$ cat src/rtl/cmpwm_pkg.sv
package cmpwm_pkg;
  localparam int NCMP     = 4;
  localparam int ACT_W    = 4;
  localparam int ACT_BITS = NCMP * ACT_W;
  localparam int IDX_W    = $clog2(NCMP);
  localparam int MODE_W   = 4;
  localparam int M_CYC    = 0;   // 1: period/duty, 0: paired
  localparam int M_SEL_LO = 1;   // clear-source select [2:1]
  localparam int M_CLREN  = 3;   // paired-mode clear enable

  typedef enum logic [1:0] {
    ACT_HOLD = 2'b00,
    ACT_LOW  = 2'b01,
    ACT_HIGH = 2'b10,
    ACT_TOG  = 2'b11
  } act_e;

  function automatic logic apply_act(input logic [1:0] code, input logic cur);
    case (act_e'(code))
      ACT_LOW:  return 1'b0;
      ACT_HIGH: return 1'b1;
      ACT_TOG:  return ~cur;
      default:  return cur;
    endcase
  endfunction

  function automatic logic [NCMP-1:0] start_levels(input logic cyc,
                                                   input logic [ACT_BITS-1:0] act);
    logic [NCMP-1:0] lv;
    for (int i = 0; i < NCMP; i++) begin
      if (cyc || (i % 2 == 0)) lv[i] = act[i*ACT_W+2];
      else                     lv[i] = 1'b0;
    end
    return lv;
  endfunction
endpackage

$ cat src/rtl/cmpwm_rst_sync.sv
module cmpwm_rst_sync #(
  parameter int STAGES = 2
) (
  input  logic clk,
  input  logic rst_n,
  output logic rst_sn
);
  logic [STAGES-1:0] sync_q;

  always_ff @(posedge clk or negedge rst_n) begin
    if (!rst_n) sync_q <= '0;
    else        sync_q <= {sync_q[STAGES-2:0], 1'b1};
  end

  assign rst_sn = sync_q[STAGES-1];
endmodule

$ cat src/rtl/cmpwm_regs.sv
module cmpwm_regs
  import cmpwm_pkg::*;
#(
  parameter int CNT_W  = 16,
  parameter int ADDR_W = 3
) (
  input  logic                         clk,
  input  logic                         rst_sn,
  input  logic                         enable,
  input  logic                         wr_en,
  input  logic [ADDR_W-1:0]            wr_addr,
  input  logic [CNT_W-1:0]             wr_data,
  input  logic [NCMP-1:0]              match,
  output logic [NCMP-1:0][CNT_W-1:0]   cmp_q,
  output logic [ACT_BITS-1:0]          act_q,
  output logic [ACT_BITS-1:0]          act_d,
  output logic [MODE_W-1:0]            mode_q,
  output logic [MODE_W-1:0]            mode_d,
  output logic                         restart,
  output logic [NCMP-1:0]              flag_q
);
  localparam logic [ADDR_W-1:0] A_ACT  = ADDR_W'(4);
  localparam logic [ADDR_W-1:0] A_MODE = ADDR_W'(5);
  localparam logic [ADDR_W-1:0] A_FCLR = ADDR_W'(6);
  localparam logic [ACT_BITS-1:0] ACT_MASK = {NCMP{4'b0111}};

  logic [NCMP-1:0][CNT_W-1:0] cmp_d;
  logic [NCMP-1:0]            flag_d;
  logic [NCMP-1:0]            clr_mask;

  always_comb begin
    cmp_d    = cmp_q;
    act_d    = act_q;
    mode_d   = mode_q;
    clr_mask = '0;
    if (wr_en) begin
      if (wr_addr < ADDR_W'(NCMP)) cmp_d[wr_addr[IDX_W-1:0]] = wr_data;
      if (wr_addr == A_ACT)        act_d  = wr_data[ACT_BITS-1:0] & ACT_MASK;
      if (wr_addr == A_MODE)       mode_d = wr_data[MODE_W-1:0];
      if (wr_addr == A_FCLR)       clr_mask = wr_data[NCMP-1:0];
    end
    flag_d  = (flag_q & ~clr_mask) | match;
    restart = !enable || (mode_d != mode_q);
  end

  always_ff @(posedge clk or negedge rst_sn) begin
    if (!rst_sn) begin
      cmp_q  <= '0;
      act_q  <= '0;
      mode_q <= '0;
      flag_q <= '0;
    end else begin
      cmp_q  <= cmp_d;
      act_q  <= act_d;
      mode_q <= mode_d;
      flag_q <= flag_d;
    end
  end

  // a match always leaves its flag set on the next cycle
  a_r3_flag_set: assert property (@(posedge clk) disable iff (!rst_sn)
    (|match) |=> ((flag_q & $past(match)) == $past(match)));

  // reserved bit of every field stays clear
  a_r4_reserved_zero: assert property (@(posedge clk) disable iff (!rst_sn)
    wr_en |=> ((act_q & ~ACT_MASK) == '0));
endmodule

$ cat src/rtl/cmpwm_counter.sv
module cmpwm_counter
  import cmpwm_pkg::*;
#(
  parameter int CNT_W = 16
) (
  input  logic                       clk,
  input  logic                       rst_sn,
  input  logic                       enable,
  input  logic                       tick,
  input  logic                       restart,
  input  logic                       cyc_mode,
  input  logic                       clr_en,
  input  logic [IDX_W-1:0]           sel,
  input  logic [NCMP-1:0][CNT_W-1:0] cmp_q,
  output logic [NCMP-1:0]            match
);
  logic [CNT_W-1:0] cnt_q, cnt_d;
  logic             step;
  logic             clr_hit;

  assign step = enable && tick;

  for (genvar g = 0; g < NCMP; g++) begin : g_cmp
    assign match[g] = step && (cnt_q == cmp_q[g]);
  end

  always_comb begin
    clr_hit = match[sel] && (cyc_mode || clr_en);
    cnt_d   = cnt_q;
    if (restart)      cnt_d = '0;
    else if (step)    cnt_d = clr_hit ? '0 : cnt_q + 1'b1;
  end

  always_ff @(posedge clk or negedge rst_sn) begin
    if (!rst_sn) cnt_q <= '0;
    else         cnt_q <= cnt_d;
  end

  // restart leaves the counter at zero
  a_r10_restart_zero: assert property (@(posedge clk) disable iff (!rst_sn)
    restart |=> (cnt_q == '0));

  // without a count enable the counter holds
  a_r2_hold: assert property (@(posedge clk) disable iff (!rst_sn)
    (!restart && !tick) |=> $stable(cnt_q));

  // period match in period/duty mode returns counter to zero
  a_r7_period_clear: assert property (@(posedge clk) disable iff (!rst_sn)
    (cyc_mode && match[sel]) |=> (cnt_q == '0));
endmodule

$ cat src/rtl/cmpwm_pins.sv
module cmpwm_pins
  import cmpwm_pkg::*;
#(
  parameter int CNT_W = 16
) (
  input  logic                       clk,
  input  logic                       rst_sn,
  input  logic                       restart,
  input  logic [NCMP-1:0]            match,
  input  logic [NCMP-1:0][CNT_W-1:0] cmp_q,
  input  logic [ACT_BITS-1:0]        act_q,
  input  logic [ACT_BITS-1:0]        act_d,
  input  logic [MODE_W-1:0]          mode_q,
  input  logic [MODE_W-1:0]          mode_d,
  output logic [NCMP-1:0]            pin_q
);
  logic [NCMP-1:0]  pin_d;
  logic [NCMP-1:0]  init_q;
  logic [NCMP-1:0]  init_d;
  logic             cyc;
  logic [IDX_W-1:0] sel;

  assign cyc    = mode_q[M_CYC];
  assign sel    = mode_q[M_SEL_LO +: IDX_W];
  assign init_q = start_levels(cyc, act_q);
  assign init_d = start_levels(mode_d[M_CYC], act_d);

  always_comb begin
    pin_d = pin_q;
    if (restart) begin
      pin_d = init_d;
    end else if (cyc) begin
      if (match[sel]) begin
        for (int i = 0; i < NCMP; i++) begin
          if (!(i != int'(sel) && cmp_q[i] == cmp_q[sel])) pin_d[i] = init_q[i];
        end
      end else begin
        for (int i = 0; i < NCMP; i++) begin
          if (i != int'(sel) && match[i])
            pin_d[i] = apply_act(act_q[i*ACT_W +: 2], pin_q[i]);
        end
      end
    end else begin
      for (int p = 0; p < NCMP; p += 2) begin
        if (match[p] && match[p+1]) pin_d[p] = pin_q[p];
        else if (match[p])   pin_d[p] = apply_act(act_q[p*ACT_W +: 2], pin_q[p]);
        else if (match[p+1]) pin_d[p] = apply_act(act_q[(p+1)*ACT_W +: 2], pin_q[p]);
      end
    end
  end

  always_ff @(posedge clk or negedge rst_sn) begin
    if (!rst_sn) pin_q <= '0;
    else         pin_q <= pin_d;
  end

  // equal pair values leave the paired pin alone
  a_r6_pair_equal: assert property (@(posedge clk) disable iff (!rst_sn)
    (!restart && !cyc && match[0] && match[1]) |=> (pin_q[0] == $past(pin_q[0])));

  // odd pins stay low whenever the channel is in paired mode
  a_r5_odd_low: assert property (@(posedge clk) disable iff (!rst_sn)
    !mode_d[M_CYC] |=> (!pin_q[1] && !pin_q[3]));

  // period pin does not move between period matches
  a_r8_period_pin: assert property (@(posedge clk) disable iff (!rst_sn)
    (!restart && cyc && !match[sel]) |=> (pin_q[$past(sel)] == $past(pin_q[sel])));

  // period match puts the period pin at its start level
  a_r7_period_init: assert property (@(posedge clk) disable iff (!rst_sn)
    (!restart && cyc && match[sel]) |=> (pin_q[$past(sel)] == $past(init_q[sel])));
endmodule

$ cat src/rtl/cmpwm_channel.sv
module cmpwm_channel
  import cmpwm_pkg::*;
#(
  parameter int CNT_W  = 16,
  parameter int ADDR_W = 3
) (
  input  logic              clk,
  input  logic              rst_n,
  input  logic              enable,
  input  logic              tick,
  input  logic              wr_en,
  input  logic [ADDR_W-1:0] wr_addr,
  input  logic [CNT_W-1:0]  wr_data,
  output logic [NCMP-1:0]   pin_out,
  output logic [NCMP-1:0]   match_flag
);
  logic                       rst_sn;
  logic [NCMP-1:0]            match;
  logic [NCMP-1:0][CNT_W-1:0] cmp_q;
  logic [ACT_BITS-1:0]        act_q, act_d;
  logic [MODE_W-1:0]          mode_q, mode_d;
  logic                       restart;

  cmpwm_rst_sync #(.STAGES(2)) u_rst (
    .clk(clk), .rst_n(rst_n), .rst_sn(rst_sn)
  );

  cmpwm_regs #(.CNT_W(CNT_W), .ADDR_W(ADDR_W)) u_regs (
    .clk(clk), .rst_sn(rst_sn), .enable(enable),
    .wr_en(wr_en), .wr_addr(wr_addr), .wr_data(wr_data),
    .match(match), .cmp_q(cmp_q), .act_q(act_q), .act_d(act_d),
    .mode_q(mode_q), .mode_d(mode_d), .restart(restart), .flag_q(match_flag)
  );

  cmpwm_counter #(.CNT_W(CNT_W)) u_cnt (
    .clk(clk), .rst_sn(rst_sn), .enable(enable), .tick(tick),
    .restart(restart), .cyc_mode(mode_q[M_CYC]), .clr_en(mode_q[M_CLREN]),
    .sel(mode_q[M_SEL_LO +: IDX_W]), .cmp_q(cmp_q), .match(match)
  );

  cmpwm_pins #(.CNT_W(CNT_W)) u_pins (
    .clk(clk), .rst_sn(rst_sn), .restart(restart), .match(match),
    .cmp_q(cmp_q), .act_q(act_q), .act_d(act_d),
    .mode_q(mode_q), .mode_d(mode_d), .pin_q(pin_out)
  );
endmodule

$ cat config.mk
export PLATFORM = sky130hd
export DESIGN_NAME = cmpwm_channel
export DESIGN_NICKNAME = d
export VERILOG_FILES = /design/src/rtl/cmpwm_pkg.sv /design/src/rtl/cmpwm_rst_sync.sv /design/src/rtl/cmpwm_regs.sv /design/src/rtl/cmpwm_counter.sv /design/src/rtl/cmpwm_pins.sv /design/src/rtl/cmpwm_channel.sv
export SDC_FILE = /design/constraint.sdc
export NUM_CORES = 1
export LEC_CHECK = 0
export BUFFER_PORTS_ARGS = -buffer_cell sky130_fd_sc_hd__buf_2
export CAP_MARGIN = 5
export CORE_UTILIZATION = 28
export DETAILED_ROUTE_END_ITERATION = 6
export PLACE_DENSITY = 0.51
export SYNTH_ARGS = -nofsm -noshare
export SYNTH_HDL_FRONTEND = slang
export SYNTH_SLANG_ARGS = --single-unit
$ cat constraint.sdc
create_clock -name clk -period 3.6 [get_ports clk]
set_input_delay 0 -clock clk [delete_from_list [all_inputs] [get_ports clk]]
set_output_delay 0 -clock clk [all_outputs]
set_load 0.01 [all_outputs]
# After elaboration in Yosys (flattened, before gate mapping)
# Index checks and enable logic that the tools add are counted.
[word_totals] output_inout_bits=8 register_bits=106 latchBits=0 ramBits=0 mem_bits_ro=0 memories=0 word_cells=142
[op_classes] div_mod_pow=0 addsub=1 mux=44 mul=0 n_lt_le_gt_ge=4 n_bitwise=7 n_reduce_logical=37 shifts=0 n_eq_ne=35
[op_table] op="16-bit == test" count=8
[op_table] op="16-bit two-way mux" count=5
[op_table] op="64-bit bitwise mux" count=1
[op_table] op="16-bit binary-select mux with 2-bit select" count=1
[op_table] op="16-bit demux with 2-bit select" count=1
[op_table] op="15-bit two-way mux" count=2
[op_table] op="4-bit two-way mux" count=6
[op_table] op="1-bit two-way mux" count=21
[op_table] op="1-bit case mux with 3 select lines" count=6
[op_table] op="1-bit logical AND" count=17
[op_table] op="16-bit by 1-bit adder with 16-bit output, second input constant" count=1
[op_table] op="2-bit == test, second input constant" count=8
[op_table] op="3-bit != test, second input constant" count=4
[op_table] op="6-bit nonzero test" count=2
[op_table] op="5-bit AND reduction" count=2
[op_table] op="5-bit nonzero test" count=2
[op_table] op="3-bit == test, second input constant" count=3
[op_table] op="2-bit by 1-bit == test with 1-bit output, second input constant" count=4
[op_table] op="4-bit by 2-bit != test with 1-bit output, second input constant" count=2
[op_table] op="4-bit != test, second input constant" count=2
[op_table] op="4-bit AND reduction" count=2
[op_table] op="4-bit nonzero test" count=2
[op_table] op="2-bit by 3-bit less-than comparator with 1-bit output, second input constant" count=2
[op_table] op="2-bit nonzero test" count=3
[op_table] op="14 further kinds" count=21

# Longest topological paths before layout
# Gate-level depths: netlist of the first run.
[logic_depth] depth_word=8 ltp_mapped=12 depth_no_buf=8

# Cells and area by module
# Synthesis of the first run repeated with hierarchy kept, for this count alone.
[unflattened] cells_unflattened=803 area_unflattened_um2=8401.8
[modules_own_cells] mod="cmpwm_regs" area_per_inst_um2=3455.8 instances=1 cells_each=203
[modules_own_cells] mod="cmpwm_pins" area_per_inst_um2=2950.3 instances=1 cells_each=384
[modules_own_cells] mod="cmpwm_counter" area_per_inst_um2=1941.9 instances=1 cells_each=213
[modules_own_cells] mod="cmpwm_rst_sync" area_per_inst_um2=53.8 instances=1 cells_each=3

# Least setup slack after synthesis of the first run
# Ideal clock, no wire load.
[synth_timing] path_kind="register -> register" from="register u_regs.mode_q[2]" to="register u_pins.pin_q[2]" n_path_buf=2 required_time_ns=3.472 period_less_slack_ns=2.273 path_stages_with_launch=11 setup_ns=0.128 arrival_time_ns=2.145 setup_slack_ns=1.327 cell_sequence="dfrtp_1 -> buf_6 -> buf_6 -> mux2i_1 -> xor2_1 -> nand2_1 -> a221o_1 -> nor4_1 -> a21oi_1 -> o21ai_1 -> mux2_1"
[synth_between] elab_chain_len=6
[synth_rtl] element="start: declaration" line="cmpwm_regs.sv:17" rtl="output logic [MODE_W-1:0] mode_q,"
[synth_rtl] element="start signal: assignment" line="cmpwm_regs.sv:55" rtl="mode_q <= mode_d;"
[synth_rtl] element="16-bit binary-select mux with 2-bit select / 4-bit two-way mux (equally long branches)" line="cmpwm_pins.sv:35, cmpwm_regs.sv:39"
[synth_rtl] element="16-bit two-way mux (not written as such) / 4-bit two-way mux (equally long branches)" line="cmpwm_pins.sv:35, cmpwm_regs.sv:36"
[synth_rtl] element="16-bit == test / 4-bit != test (equally long branches)" line="cmpwm_pins.sv:35, cmpwm_regs.sv:43"
[synth_rtl] element="1-bit logical AND / 1-bit logical OR (equally long branches)" line="cmpwm_pins.sv:35, cmpwm_regs.sv:43"
[synth_rtl] element="4-bit != test (no line) (tied with other cells)"
[synth_rtl] element="5-bit AND reduction (no line)"
[synth_rtl] element="end signal: assignment" line="cmpwm_pins.sv:54" rtl="else pin_q <= pin_d;"
[synth_rtl] element="end: declaration" line="cmpwm_pins.sv:15" rtl="output logic [NCMP-1:0] pin_q"
# Several ways; a longest one is shown, not always the timed one. The select of a mux whose other input is x is not followed.
# A chain may end at the register's enable or synchronous reset.

# Final worst setup path of the first run
[layout_timing] from="register u_regs.mode_q[2]" to="register u_pins.pin_q[0]"
# The elaborated chain is that of the path after synthesis.

==> results by group, run 1 <==
Run status
  – Status: finished clean

STA
  – RSZ-0062 raised after global routing: false
  – # setup viols final: 0
  – Layout Skew: 0.0112 ns
  – Slew Viols, Final: 0
  – Final worst slack: 0.488 ns
  – Final count of hold timing violations: 0
  – Maximum clock frequency: 321 MHz
  – Final worst-path cycle share: 86.5%
  – Slew @ Worst Pin: 1.09 ns
  – Relative slew slack: 27.3%
  – Minimum clock period: 3.11 ns
  – Sum Neg Setup Slack: 0 ns

Clock network
  – Clk buf depth: 2
  – Num CTS Buffers: 9
  – Worst-path clk slew: 0.07 ns
  – Root buf cell: clkbuf_16
  – Htree depth: 3
  – Latest clock arrival within the worst-skew pair: 0.36 ns
  – Clock sinks: 106
  – CTS tree: done
  – Post-CTS setup buffer count: 0

Critical path
  – RR Endpoint: u_pins.pin_q[0]
  – CP startpoint kind: flip-flop
  – R2r setup slk: 0.49 ns
  – Reg-to-reg startpoint: u_regs.mode_q[2]
  – Reg2reg path depth: 8
  – CP endpoint kind: flip-flop
  – Worst Path Required: 3.85 ns
  – Critical path arrival: 3.36 ns
  – Crit path kind: flip-flop to flip-flop
  – CP max FO: 33

Power
  – Pwr Total: 0.00482 W
  – Pint: 0.00282 W
  – Switch Pwr: 0.00200 W
  – Net Sw Frac: 41.5%
  – Gate power share: 40.0%
  – Maximum vdd drop: ~0.00023 V
  – Lkg Pwr: 3.37 nW
  – Register share of total power: 40.7%
  – Clock power frac: about a fifth
  – Power density over the cells: 562 nW/um^2

Worst hold path
  – Min-delay src: wr_data[0]
  – Min-Delay Path Depth: 2
  – Hold Path End: u_regs.act_q[0]
  – Hold WC Path Type: input port to flip-flop

Logic synthesis
  – Netlist Area Pre-Place: approximately 7900 sq um
  – Syn Inst Count: between 800 and 900
  – FF+latch count, synth: 106
  – Sequential share of the synthesized area: 33.8%
  – Synth area leaders: dfrtp_1 34%, xnor2_1 12%, mux2_2 9.9%, xor2_1 6.6%, mux2i_1 5.1%
  – Number of flops mapped to enable cells by yosys: 0
  – Cell variety after synth: 73
  – Ys Warns: 0
  – Dominant cell type by area after synthesis: dfrtp_1
  – Top FF cell, synth: dfrtp_1
  – Fraction of registers with async set/reset: 100%
  – Yosys top cell area share: around a third
  – Mean post-synth cell area: 9.70 sq um
  – Syn_nets: approximately 840

GRT
  – Vias in the first global route: around 6000
  – Antenna violations before repair: 1
  – Pin count of the biggest net entering global routing: 54
  – First-pass GRT wire length: approximately 39000 microns
  – Grt total ovfl: 0
  – Global Route Usage Sum: 18.3%

Placed design
  – Post-DP HPWL: 19300 microns
  – RD Place Congestion: 0.954
  – DP Worst Slack: 0.587 ns
  – IO buf count: 31

Finish
  – Sequential Area: ~2700 sq um
  – Ratio of cells with drive above 1 in the final layout: about a fifth
  – Highest-count cells in the layout ignoring fill and taps: 107 x xnor2_1, 103 x dfrtp_1, 69 x mux2_2, 59 x xor2_1, 49 x nand2_1
  – ANT cells: 0
  – Final-stage net count: 827
  – Commonest non-fill, non-tap cell in the layout: xnor2_1
  – Multi-input gate area: 4620 sq um
  – Fillers: 2846
  – P&R area growth vs syn: 9.23%

Drt
  – Pre-antenna DRT Iters: 5
  – Wirelength per Cell: 21.6 microns
  – Initial DRC Count: 549
  – Via count: 6003
  – Via/cell ratio: ~5.1
  – Final ANT Viol Nets: 0
  – DRC Markers: 0
  – Final WL: ~25000 microns

Floorplan
  – Rows: 60
  – Die H: 170 microns
  – I/O Pins: 32
  – Die width: roughly 170 microns
  – Core Region: 27300 sq um
  – Die area: 28700 sq um
  – Initial core utilization: 28.8%

Job
  – Max Cap Viol: 0
[worst max path at each step]
stage,startpoint,endpoint,slack [ns]
final,u_regs.mode_q[2],u_pins.pin_q[0],0.49
after global routing,u_regs.mode_q[2],u_pins.pin_q[3],0.34
after CTS,u_regs.mode_q[2],u_pins.pin_q[3],0.58
after detailed placement,u_regs.mode_q[2],u_pins.pin_q[3],0.59
after global placement,u_regs.mode_q[2],u_pins.pin_q[0],0.55
after floorplan,u_rst.sync_q[1],u_cnt.cnt_q[0],0.43
[per-stage QoR]
step	hold slack, ns	utilization (%)	cell area, sq um	std cells
after floorplan	-0.296	-	7860	810
after global placement	-0.214	29.9	8160	1141
after detailed placement	-0.212	29.9	8160	1141
after CTS	0.00764	31.5	8580	1173
after global routing	0.0197	31.5	8580	1173
final	0.0143	31.5	8580	1173
[per-layer routing]
layer	GRT usage (%)	up-vias	wire length, microns
li1	-	2775	-
met1	25.8	2996	11800
met2	29.0	197	11700
met3	2.73	35	1300
met4	5.48	0	550
met5	0	-	0
[registers in the layout, summed over array words and instances, names as in the netlist]
| name | cells |
|---|---|
| u_rst.sync_q | 2 |
| u_regs.mode_q | 4 |
| u_cnt.cnt_q | 16 |
| u_regs.act_q | 12 |
| u_pins.pin_q | 4 |
| u_regs.flag_q | 4 |
| u_regs.cmp_q | 64 |
[cells by family (layout without fill, tap and decap cells)]
family,after synthesis,count (layout),share of synthesized area (%)
xor+xnor,166,166,18.5
fa+ha+maj,7,7,1.11
other cells,1,1,0.0477
flops,106,106,33.8
buf+inv,118,109,7.61
compound gates,111,111,9.78
mux,117,117,16.9
simple gates,184,184,12.3
[cells in the mapped netlist, drive strengths merged (10+ instances only)]
| library cell | count |
|---|---|
| nand2 | 50 |
| o21ai | 32 |
| mux2 | 71 |
| mux2i | 41 |
| nand3 | 17 |
| clkbuf | 21 |
| xnor2 | 107 |
| inv | 28 |
| a21oi | 18 |
| nand4 | 22 |
| nor3 | 17 |
| nand2b | 10 |
| nor2 | 23 |
| dfrtp | 106 |
| buf | 68 |
| nor4 | 19 |
| xor2 | 59 |
[power groups by stage]
stage               clock, W  sequential (W)  combinational, W
floorplan                  0         0.00158           0.00172
global placement           0         0.00198           0.00190
detailed placement         0         0.00197           0.00189
CTS                 0.000955         0.00195           0.00191
global route         0.00100         0.00200           0.00209
finish              0.000931         0.00196           0.00193
[critical path, stage by stage, from the launching register on]
cell	delay (ns)
dfrtp_2	0.65
buf_12	0.27
mux2i_1	0.34
xor2_1	0.19
nand4_1	0.13
o41ai_1	0.66
a31oi_1	0.20
o21ai_1	0.21
mux2_1	0.34
[cell type report]
type / count / share of cell area [%]
clock buffers: 12 / 2.75
clock inverters: 4 / 0.335
inverters: 29 / 1.27
multi-input cells: 586 / 53.8
flip-flops and latches: 106 / 31.0
well taps: 372 / 5.42
repair buffers: 64 / 5.45
[repair_timing]
item	in CTS	in global routing
resized for setup	0	0
endpoints found under the hold margin	50	0
hold buffers	16	0
(Power assumes the default switching activity.)
==> inputs of run 2 (changes only) <==
REMOVE_ABC_BUFFERS = 1   (was unset)
==> run 2 against run 1 <==
Against the previous run:
- global-route usage grew 1.2 points
- register-to-register slack worse by 0.07 ns
- utilization up 0.58 points
- largest power group is now combinational cells
- sequential share of layout area is 0.56 points lower
==> results by group, run 2 (synthesis results as in run 1) <==
Run status
  – Status: finished clean

Critical path
  – R2r setup slk: 0.41 ns
  – Crit path kind: flip-flop to flip-flop
  – Critical path arrival: approximately 3.4 ns
  – CP endpoint kind: flip-flop
  – CP max FO: 32
  – CP startpoint kind: flip-flop
  – Worst Path Required: 3.86 ns

Finish
  – Commonest non-fill, non-tap cell in the layout: xnor2_1
  – Most flops, register: u_regs.cmp_q
  – Fin area: 8740 sq um
  – ANT cells: 0
  – Highest-count cells in the layout ignoring fill and taps: 107 x xnor2_1, 103 x dfrtp_1, 69 x mux2_2, 59 x xor2_1, 49 x nand2_1
  – Top flop regs: u_regs.cmp_q x64, u_cnt.cnt_q x16, u_regs.act_q x12
  – P&R area growth vs syn: 11.2%
  – Ratio of cells with drive above 1 in the final layout: 20.8%
  – Post-layout util: 32.1%
  – Final-stage net count: 845
  – Largest register FFs: 64

Drt
  – Final ANT Viol Nets: 0
  – Wirelength per Cell: 22.5 microns
  – DRC Markers: 0
  – Via/cell ratio: 5.12
  – Initial DRC Count: 517
  – Final WL: 26800 microns
  – Via count: 6096
  – Pre-antenna DRT Iters: 6

Power
  – Pwr Total: around 0.0050 W
  – Maximum vdd drop: 0.000243 V
  – Power density over the cells: about 570 nW/um^2
  – Lkg Pwr: 3.48 nW

Placed design
  – IO buf count: 31
  – RD Place Congestion: ~0.92
  – Placed cell area: 8270 sq um
  – Post-DP HPWL: 20400 microns

Floorplan
  – Initial core utilization: between 20 and 30%
  – Die area: 28700 sq um
  – Die H: 170 microns
  – Die width: 170 microns
  – Core Region: 27300 sq um
  – I/O Pins: 32
  – Rows: 60

Clock network
  – Root buf cell: clkbuf_16
  – Latest clock arrival within the worst-skew pair: 0.37 ns
  – Clock sinks: 106
  – Num CTS Buffers: 9
  – CTS tree: done
  – Worst-path clk slew: 0.08 ns
  – Htree depth: 3
  – Post-CTS setup buffer count: 0
  – Clk buf depth: 2

Job
  – Max Cap Viol: 0

STA
  – Final worst-path cycle share: 88.5%
  – Hold Slack: between 0.02 and 0.025 ns
  – Sum Neg Setup Slack: 0 ns
  – Minimum clock period: roughly 3.2 ns
  – # setup viols final: 0
  – Slew @ Worst Pin: 1.12 ns
  – Maximum clock frequency: 314 MHz
  – Layout Skew: 0.0104 ns
  – Slew Viols, Final: 0
  – Final count of hold timing violations: 0
  – RSZ-0062 raised after global routing: false
  – Relative slew slack: between 20% and 30%

GRT
  – Pin count of the biggest net entering global routing: 54
  – Grt total ovfl: 0
  – Global Route Usage Sum: about 20%
  – Antenna violations before repair: 0
  – Vias in the first global route: 6155
  – First-pass GRT wire length: 40800 microns

Worst hold path
  – Hold WC Path Type: input port to flip-flop
## run 2: changes by cell type in the layout (fill, tap and decap cells not counted)
cell,change
buf_4,+17
clkbuf_1,-3
clkbuf_8,+2
dlygate4sd3_1,+2
inv_6,+2
buf_12,-1
clkinv_2,-1
clkinv_4,+1
clkinvlp_4,-1
## run 2: through the flow
stage	setup WS, ns	instances
2_1_floorplan	0.0198	721
3_3_place_gp	0.477	1157
3_5_place_dp	0.446	1157
4_1_cts	0.451	1191
5_1_grt	0.220	1191
6_report	0.413	1191
## run 2: timing repair
| action | CTS | global route |
|---|---|---|
| endpoints found under the setup margin | 0 | 0 |
| hold endpoints to repair | 59 | 0 |
| gates resized for setup | 0 | 0 |
| hold buffers | 18 | 0 |
## run 2: critical path, cell delays in order (launching register included)
cell,delay (ns)
dfrtp_2,0.82
buf_4,0.37
mux4_2,0.38
xnor2_1,0.17
o221ai_1,0.13
nor4_1,0.38
nand4_1,0.21
o31ai_1,0.37
a211o_1,0.17
nand3_1,0.05
## run 2: layout make-up
class / instances / area, sq um
well taps: 372 / 465
clock buffers: 11 / 253
flip-flops and latches: 106 / 2660
inverters: 29 / 109
repair buffers: 82 / 596
multi-input cells: 586 / 4620
clock inverters: 5 / 42.5
fillers: 2841 / 18500
## run 2: path summary, 6_finish.rpt
kind | startpoint | end | cells past startpoint
max | u_regs.mode_q[2] | u_pins.pin_q[1] | 9
min | wr_data[0] | u_regs.flag_q[0] | 3
max reg2reg | u_regs.mode_q[2] | u_pins.pin_q[1] | 9
min reg2reg | u_rst.sync_q[0] | u_rst.sync_q[1] | 0
max in group asynchronous | u_rst.sync_q[1] | u_regs.mode_q[1] | 1
min in group asynchronous | u_rst.sync_q[1] | u_cnt.cnt_q[6] | 0
## run 2: routing by layer
layer	up-vias	GRT usage (%)	share of wire, %
li1	2826	-	-
met1	3030	26.8	47
met2	184	28.8	43
met3	56	3.87	4.9
met4	0	10.3	4.9
met5	-	0	0
## run 2: power by group
group	internal, W	leakage (nW)	switching (W)
combinational	0.000978	2.03	0.00104
clock	0.000517	0.143	0.000490
sequential	0.00140	1.31	0.000552
